<file path="config.mk">
export PLATFORM = sky130hd
export DESIGN_NAME = brk_loop_ctl
export DESIGN_NICKNAME = d
export VERILOG_FILES = /design/src/rtl/brk_pkg.sv /design/src/rtl/brk_decode.sv /design/src/rtl/brk_addr_reg.sv /design/src/rtl/brk_seq.sv /design/src/rtl/brk_loop_ctl.sv
export SDC_FILE = /design/constraint.sdc
export NUM_CORES = 1
export LEC_CHECK = 0
export BUFFER_PORTS_ARGS = -buffer_cell sky130_fd_sc_hd__buf_2
export CORE_UTILIZATION = 50
export DETAILED_ROUTE_END_ITERATION = 10
export PLACE_DENSITY = 0.85
export SLEW_MARGIN = 10
export SYNTH_ARGS = -nofsm -noshare
export SYNTH_HDL_FRONTEND = slang
export SYNTH_SLANG_ARGS = --single-unit
</file>
<file path="constraint.sdc">
create_clock -name clk -period 3.5 [get_ports clk]
set_input_delay 0.175 -clock clk [delete_from_list [all_inputs] [get_ports clk]]
set_output_delay 0.175 -clock clk [all_outputs]
set_load 0.05 [all_outputs]
</file>
<file path="src/rtl/brk_pkg.sv">
package brk_pkg;

  typedef enum logic [1:0] {
    ST_RUN  = 2'd0,
    ST_SPIN = 2'd1,
    ST_HALT = 2'd2
  } brk_state_t;

  // True when a fetched byte is the break opcode.
  function automatic logic op_is_brk(input logic [7:0] op, input logic [7:0] brk_code);
    return (op == brk_code);
  endfunction

endpackage

</file>
<file path="src/rtl/brk_decode.sv">
module brk_decode #(
  parameter int OP_W = 8,
  parameter logic [7:0] BRK_CODE = 8'h00
) (
  input  logic            fetch_vld,
  input  logic [OP_W-1:0] fetch_op,
  output logic            brk_hit
);
  import brk_pkg::*;

  always_comb begin
    brk_hit = fetch_vld && op_is_brk(fetch_op, BRK_CODE);
  end

endmodule

</file>
<file path="src/rtl/brk_addr_reg.sv">
module brk_addr_reg #(
  parameter int PC_W = 16
) (
  input  logic            clk,
  input  logic            rst_n,
  input  logic            load,
  input  logic            clr,
  input  logic [PC_W-1:0] pc_in,
  output logic            pc_match
);
  logic [PC_W-1:0] held_pc;
  logic            held_vld;

  always_ff @(posedge clk or negedge rst_n) begin
    if (!rst_n) begin
      held_pc  <= '0;
      held_vld <= 1'b0;
    end else if (clr) begin
      held_pc  <= '0;
      held_vld <= 1'b0;
    end else if (load) begin
      held_pc  <= pc_in;
      held_vld <= 1'b1;
    end
  end

  always_comb begin
    pc_match = held_vld && (pc_in == held_pc);
  end

endmodule

</file>
<file path="src/rtl/brk_seq.sv">
module brk_seq
  import brk_pkg::*;
(
  input  logic       clk,
  input  logic       rst_n,
  input  logic       brk_hit,
  input  logic       pc_match,
  input  logic       irq_active,
  input  logic       ctl_wr,
  input  logic       ctl_loop,
  input  logic       ctl_dbg,
  output brk_state_t state,
  output logic       loop_q,
  output logic       load_pc,
  output logic       clr_pc
);
  brk_state_t nxt;
  logic host_set_dbg;
  logic host_resume;

  always_comb begin
    host_set_dbg = ctl_wr && ctl_dbg;
    host_resume  = ctl_wr && !ctl_dbg;
  end

  always_comb begin
    nxt = state;
    unique case (state)
      ST_RUN: begin
        if (host_set_dbg)  nxt = ST_HALT;
        else if (brk_hit)  nxt = loop_q ? ST_SPIN : ST_HALT;
      end
      ST_SPIN: begin
        if (brk_hit && pc_match && !loop_q) nxt = ST_HALT;
      end
      ST_HALT: begin
        if (host_resume) nxt = ST_RUN;
      end
      default: nxt = ST_RUN;
    endcase
  end

  always_comb begin
    load_pc = (state == ST_RUN) && !host_set_dbg && brk_hit && loop_q;
    clr_pc  = (state == ST_HALT) && host_resume;
  end

  always_ff @(posedge clk or negedge rst_n) begin
    if (!rst_n) begin
      state  <= ST_RUN;
      loop_q <= 1'b0;
    end else begin
      state <= nxt;
      if (ctl_wr) loop_q <= ctl_loop;
    end
  end

  // irq_active is consumed at the top level for the spin request.
  logic unused_irq;
  always_comb unused_irq = irq_active;

endmodule

</file>
<file path="src/rtl/brk_loop_ctl.sv">
module brk_loop_ctl
  import brk_pkg::*;
#(
  parameter int PC_W = 16,
  parameter int OP_W = 8,
  parameter logic [7:0] BRK_CODE = 8'h00
) (
  input  logic            clk,
  input  logic            rst_n,
  input  logic            fetch_vld,
  input  logic [OP_W-1:0] fetch_op,
  input  logic [PC_W-1:0] fetch_pc,
  input  logic            irq_active,
  input  logic            ctl_wr,
  input  logic            ctl_loop,
  input  logic            ctl_dbg,
  output logic            dbg_mode,
  output logic            idle,
  output logic            cmd_en,
  output logic            core_spin,
  output logic            core_hold
);
  brk_state_t state;
  logic brk_hit, pc_match, loop_q, load_pc, clr_pc;
  logic run_st, spin_st, halt_st;

  brk_decode #(.OP_W(OP_W), .BRK_CODE(BRK_CODE)) u_dec (
    .fetch_vld (fetch_vld),
    .fetch_op  (fetch_op),
    .brk_hit   (brk_hit)
  );

  brk_addr_reg #(.PC_W(PC_W)) u_addr (
    .clk      (clk),
    .rst_n    (rst_n),
    .load     (load_pc),
    .clr      (clr_pc),
    .pc_in    (fetch_pc),
    .pc_match (pc_match)
  );

  brk_seq u_seq (
    .clk        (clk),
    .rst_n      (rst_n),
    .brk_hit    (brk_hit),
    .pc_match   (pc_match),
    .irq_active (irq_active),
    .ctl_wr     (ctl_wr),
    .ctl_loop   (ctl_loop),
    .ctl_dbg    (ctl_dbg),
    .state      (state),
    .loop_q     (loop_q),
    .load_pc    (load_pc),
    .clr_pc     (clr_pc)
  );

  always_comb begin
    run_st    = (state == ST_RUN);
    spin_st   = (state == ST_SPIN);
    halt_st   = (state == ST_HALT);
    dbg_mode  = halt_st;
    idle      = spin_st;
    cmd_en    = halt_st;
    core_hold = halt_st;
    core_spin = spin_st && !irq_active;
  end

endmodule

</file>
==> results of run 1 <==
-- registers in the layout (all words and copies together), names as in the netlist --
signal and count:
u_seq.state 2, u_addr.held_pc 16, u_addr.held_vld 1, u_seq.loop_q 1
-- logic make-up after synthesis --
kind of cell / after synthesis / synth area share [%]
simple gates: 54 / 24.9
compound gates: 23 / 12.7
flops: 20 / 45.6
xor+xnor: 16 / 12.8
buf+inv: 6 / 3.08
mux: 1 / 1.03
-- stage by stage --
stage	instance area (um^2)	power (W)	utilization, %	hold slack [ps]	setup slack (ps)
after floorplan	1100	0.000302	-	-121	1370
final	1350	0.000520	66.7	72.3	1550
after detailed placement	1290	0.000332	63.6	149	1550
after global placement	1290	0.000330	63.6	145	1580
after global routing	1350	0.000537	66.7	96.0	1470
after CTS	1350	0.000521	66.7	78.6	1540
-- cell usage in the layout, fill, tap and decap left out, types with 2 or more instances in the layout --
cell | Yosys | final
o21a_1 | 2 | 2
nand2_1 | 35 | 35
or3_1 | 2 | 2
dfrtp_1 | 20 | 20
xnor2_1 | 5 | 5
or4_4 | 2 | 2
nor4_1 | 3 | 2
xor2_1 | 11 | 11
buf_2 | 2 | 35
clkbuf_4 | 0 | 3
o21ai_0 | 16 | 16
nor2b_1 | 4 | 4
-- what timing repair did --
item / 4_1_cts / 5_1_grt
hold buffers: 1 / 0
setup buffers: 0 / 0
endpoints found under the setup margin: 0 / 0
endpoints found under the hold margin: 20 / 0
-- power by group through the flow --
stage | Combinational [W] | Sequential [W] | Clock, W
CTS | 0.0000899 | 0.000239 | 0.000192
detailed placement | 0.0000887 | 0.000243 | 0
global route | 0.0000971 | 0.000239 | 0.000201
finish | 0.0000891 | 0.000239 | 0.000193
floorplan | 0.0000595 | 0.000242 | 0
global placement | 0.0000877 | 0.000243 | 0
-- per-layer routing --
layer  part of all wire [%]  track usage, %  vias up
li1                       -               -      477
met1                     46            26.5      438
met2                     47            35.0       34
met3                    5.7            2.18        5
met4                    1.8            9.80        0
met5                      0               0        -
-- layout make-up --
type / instances / area, um^2
clock buffer: 3 / 22.5
clock inverter: 1 / 30.0
fill: 177 / 673
timing repair buffer: 37 / 193
tap: 27 / 33.8
multi-input combinational: 94 / 569
sequential: 20 / 500
-- worst max path at each step --
stage / from / to / cells after the start
after global placement: u_seq.loop_q / u_seq.state[1] / 4
after CTS: u_seq.loop_q / u_seq.state[1] / 4
after detailed placement: u_seq.loop_q / u_seq.state[1] / 4
after global routing: u_seq.loop_q / u_seq.state[1] / 4
after floorplan: u_seq.state[0] / core_spin / 2
final: u_seq.loop_q / u_seq.state[1] / 4
-- critical path: stages (launching register included) --
cell     delay (ps)
dfrtp_1         410
or4_1           510
or3_4           350
or4_4           520
o21ai_2         110
==> impl_results.md, run 1 <==
* Final setup TNS at 0 ps
* Initial antenna violation count at 0
* Std-Cell Rows at 16
* N_diodes at 0
* Max Cap Violations at 0
* Hold-critical path endpoint: u_addr.held_pc[13]
* Final setup fails at 0
* Final hold vios at 0
* Post-synth EDFFs at 0
* I/O Pins at 36
* Clock buffer depth at 2
* Synthesized area per cell at 9.14 um^2
* Largest net degree at the start of global routing at 21
* Area Overhead vs Synth at 22.9%
* Antenna Nets Post-Route at 0
* DP HPWL at 1.59 mm
* Post_cts resized at 0
* Synth cell count leaders: 35 x nand2_1, 20 x dfrtp_1, 16 x o21ai_0, 11 x xor2_1, 5 x xnor2_1
* Slew headroom at 63.7%
* Hold path cells at 3
* CTS H-tree depth at 1
* CP Launch Type: flip-flop
* Hold Startpoint: fetch_pc[13]
* Most frequent cell after synthesis: nand2_1
* Root Driver: clkbuf_4
* Crit-path max FO at 4
* Nets@finish at 187
* Cells after synthesis at 120
* First-pass GRT wire length at 3.83 mm
* Slew Viols, Final at 0
* Clk slew on worst S/H paths at 130 ps
* Core ar. at 2020 um^2
* Switching share of power at 26.3%
* Detailed-router iteration count before antenna repair at 4
* Area leader, netlist: dfrtp_1
* Worst hold path type: in2reg
* Final estimated routing congestion in global placement at 0.744
* Net Count, Synth at 151
* Crit path kind: reg2reg
* Reg-to-reg setup timing slack at 1550 ps
* Via/cell ratio at 5.24
* Comb pwr share at 17.1%
* Pleak at 0.623 nW
* Drt drc at 0
* DRT Wirelength at 2.14 mm
* Seq pwr share at 45.9%
* CP Capture Type: flip-flop
* Number of synthesis warnings at 0
* Seq/Total Area, Yosys at 45.6%
* R2R cell count at 4
* Wire per inst at 11.7 um
* Worst vdd ir at 0.000319 V
* Share of layout cells above drive strength 1 at 31.6%
* Share of the synthesized area in the top cell type at 45.6%
* FMAX at 513 MHz
* Status: completed
* Dominant cells by area after synthesis: dfrtp_1 46%, nand2_1 12%, xor2_1 8.8%
* Top_reg_cell synth: dfrtp_1
* RR Endpoint: u_seq.state[1]
* Tmin final at 1950 ps
* Vias in the first global route at 935
* Number of clock sinks at 20
* Slew @ Worst Pin at 543 ps
* CP required at 3760 ps
* CTS tree: done
* Clk_lat worst skew at 320 ps
* Power density cells at 386 nW/um^2
* Async S/R FF share, synth at 100%
* Placed instance count at 177
* RSZ-0062 raised after global routing: no
* Final Non-Filler Cells at 182
* IO buf count at 35
* Die area at 2390 um^2
* GR Util All Layers at 20.7%
* Overflow after GRT at 0
* Die Width at 48.8 um
* Final Cycle Share at 55.7%
* Syn Std Cell Area at 1100 um^2
* Clock power share at 37.0%
* Worst clock skew at 14.7 ps
* Reg-to-Reg Start: u_seq.loop_q
* CTS Buf Count at 3
* Die H at 48.8 um
* Initial Util at 54.3%
* Synth cell types at 28
* Vias at 954
* Synthesized flop and latch total at 20
* P_int at 0.000384 W
* Iter 0 DRT Violations at 25
* Net switching power at 0.000137 W
* Worst path arrival time at 2210 ps
Note: power is estimated with default switching activity, not from simulation.
==> run 2, diff against run 1 <==
--- a/config.mk
+++ b/config.mk
@@ -6,9 +6,9 @@
 export NUM_CORES = 1
 export LEC_CHECK = 0
 export BUFFER_PORTS_ARGS = -buffer_cell sky130_fd_sc_hd__buf_2
-export CORE_UTILIZATION = 50
+export CORE_UTILIZATION = 49
 export DETAILED_ROUTE_END_ITERATION = 10
-export PLACE_DENSITY = 0.85
+export PLACE_DENSITY = 0.84
 export SLEW_MARGIN = 10
 export SYNTH_ARGS = -nofsm -noshare
 export SYNTH_HDL_FRONTEND = slang
==> constraint.sdc (replaced) <==
create_clock -name clk -period 1.8 [get_ports clk]
set_input_delay 0.09 -clock clk [delete_from_list [all_inputs] [get_ports clk]]
set_output_delay 0.09 -clock clk [all_outputs]
set_load 0.05 [all_outputs]
==> impl_results.md, run 2 (same netlist as run 1, synthesis figures left out) <==
* Status: finished, violations left (was completed)
* Failing checks: setup timing
* Crit-path slowest cell: dfrtp_1 (was or4_4)
* Seq. cell area at 500 um^2 (unchanged)
* Drt drc at 0 (unchanged)
* Crit-path max FO at 3 (was 4)
* Die area at 2430 um^2 (was 2390 um^2)
* Iter 0 DRT Violations at 9 (was 25)
* Slew headroom at 63.9% (was 63.7%)
* Tmin final at 1830 ps (was 1950 ps)
* Area Overhead vs Synth at 22.7% (was 22.9%)
* CTS H-tree depth at 1 (unchanged)
* First-pass GRT wire length at 3.96 mm (was 3.83 mm)
* Pre-CTS setup slack at -42.6 ps (was 1550 ps)
* Worst path arrival time at 2030 ps (was 2210 ps)
* Max Cap Violations at 0 (unchanged)
* Slew @ Worst Pin at 541 ps (was 543 ps)
* Power density cells at 633 nW/um^2 (was 386 nW/um^2)
* Final hold vios at 0 (unchanged)
* Nets@finish at 189 (was 187)
* Max FFs per register at 16 (unchanged)
* Detailed-router iteration count before antenna repair at 4 (unchanged)
* Largest net degree at the start of global routing at 21 (unchanged)
* Final WS setup at -29.6 ps (was 1550 ps)
* Pleak at 0.621 nW (was 0.623 nW)
* Core ar. at 2040 um^2 (was 2020 um^2)
* Post-route cell area at 1350 um^2 (about the same)
* Die Width at 49.3 um (was 48.8 um)
* Placed inst area at 1300 um^2 (was 1290 um^2)
* Clk slew on worst S/H paths at 100 ps (was 130 ps)
* Final estimated routing congestion in global placement at 0.746 (was 0.744)
* DRT Wirelength at 2.23 mm (was 2.14 mm)
* Wire per inst at 12.2 um (was 11.7 um)
* Root Driver: clkbuf_4 (unchanged)
* R2R cell count at 4 (unchanged)
* Final Cycle Share at 102% (was 55.7%)
* RSZ-0062 raised after global routing: yes (was no)
* Vias in the first global route at 921 (was 935)
* Std-Cell Rows at 16 (unchanged)
* Hold path cells at 3 (unchanged)
* Clock buffer depth at 2 (unchanged)
* Reg-to-Reg Start: u_seq.loop_q (unchanged)
* Worst clock skew at 2.12 ps (was 14.7 ps)
* CTS Buf Count at 3 (unchanged)
* N_diodes at 0 (unchanged)
* Largest Register: u_addr.held_pc (unchanged)
* Vias at 957 (was 954)
* Clk_lat worst skew at 300 ps (was 320 ps)
* Antenna Nets Post-Route at 0 (unchanged)
* Top Registers: u_addr.held_pc x16, u_seq.state x2 (unchanged)
* Crit path kind: reg2reg (unchanged)
* CP Launch Type: flip-flop (unchanged)
* Via/cell ratio at 5.23 (was 5.24)
* Multi-input combinational cell area at 582 um^2 (was 569 um^2)
* Overflow after GRT at 0 (unchanged)
* GR Util All Layers at 21.0% (was 20.7%)
* Number of clock sinks at 20 (unchanged)
* Overall power at 0.000852 W (was 0.000520 W)
* Worst Path Buf+Inv at 0 (unchanged)
* CP required at 2000 ps (was 3760 ps)
* Delay-heaviest family, CP: simple AND/OR/NAND/NOR gates (unchanged)
* Final setup TNS at -29.6 ps (was 0 ps)
* IO buf count at 35 (unchanged)
* Hold-critical path endpoint: u_addr.held_pc[4] (was u_addr.held_pc[13])
* Slew Viols, Final at 0 (unchanged)
* I/O Pins at 36 (unchanged)
* Reg-to-reg setup timing slack at -30 ps (was 1550 ps)
* Initial antenna violation count at 0 (unchanged)
* Fillers at 206 (was 177)
* Die H at 49.3 um (was 48.8 um)
* Worst hold path type: in2reg (unchanged)
* DP HPWL at 1.65 mm (was 1.59 mm)
* Share of layout cells above drive strength 1 at 34.6% (was 31.6%)
* Worst vdd ir at 0.000526 V (was 0.000319 V)
* CTS tree: done (unchanged)
* FMAX at 547 MHz (was 513 MHz)
* Slowest stage delay, CP at 410 ps (was 520 ps)
* Final setup fails at 1 (was 0)
* Most frequent cells in the layout: 35 x nand2_1, 35 x buf_2, 20 x dfrtp_1 (unchanged)
* Worst path cell trace: or4_1 -> or3_4 -> or3_1 -> o21ba_2 (was or4_1 -> or3_4 -> or4_4 -> o21ai_2)
* RR Endpoint: u_seq.state[0] (was u_seq.state[1])
* Initial Util at 53.7% (was 54.3%)
* Hold Startpoint: fetch_pc[4] (was fetch_pc[13])
* CP Capture Type: flip-flop (unchanged)
run 2: routing by layer:
metal / vias up / routed length (um) / track usage (%) / part of all wire [%]
met5: - / 0 / 0 / 0
met3: 5 / 126 / 1.87 / 5.7
met4: 0 / 25 / 5.88 / 1.1
met2: 37 / 1030 / 34.9 / 46
met1: 437 / 1050 / 29.2 / 47
li1: 478 / - / - / -
run 2: cell type report:
| cell class | instances | area share, % |
|---|---|---|
| tap | 27 | 2.51 |
| sequential | 20 | 37.2 |
| clock buffer | 3 | 1.67 |
| multi-input combinational | 94 | 43.2 |
| timing repair buffer | 39 | 15.4 |
run 2: worst register-to-register path, stage by stage (launching register included):
cell and delay, ps:
dfrtp_1 410, or4_1 410, or3_4 350, or3_1 370, o21ba_2 200
run 2: metrics by stage:
stage                     util, %  cells  hold slack, ps
after CTS                    65.3    182            16.9
after global routing         65.9    183            24.6
after global placement       63.7    178            51.5
after detailed placement     63.7    178            58.9
final                        65.9    183            18.7
after floorplan                 -    120            -206
run 2: how the worst max path moves through the flow:
stage,cells past startpoint,to,slack [ps],startpoint
6_report,4,u_seq.state[0],-30,u_seq.loop_q
5_1_grt,4,u_seq.state[0],-60,u_seq.loop_q
4_1_cts,4,u_seq.state[0],-30,u_seq.loop_q
3_5_place_dp,4,u_seq.state[0],-40,u_seq.loop_q
3_3_place_gp,4,u_seq.state[0],-20,u_seq.loop_q
2_1_floorplan,4,u_seq.state[0],6,u_seq.loop_q
run 2: power breakdown:
group / total [W] / switching (W) / internal, W
registers: 0.000465 / 0.00000870 / 0.000457
logic: 0.000181 / 0.000112 / 0.0000689
clock network: 0.000205 / 0.000127 / 0.0000780
total: 0.000852 / 0.000249 / 0.000603
run 2: what timing repair did:
item | in CTS | in global routing
endpoints found under the hold margin | 20 | 0
hold buffers | 1 | 0
pin swaps | 1 | 0
buffers inserted | 0 | 1
endpoints found under the setup margin | 2 | 10
resized for setup | 0 | 1
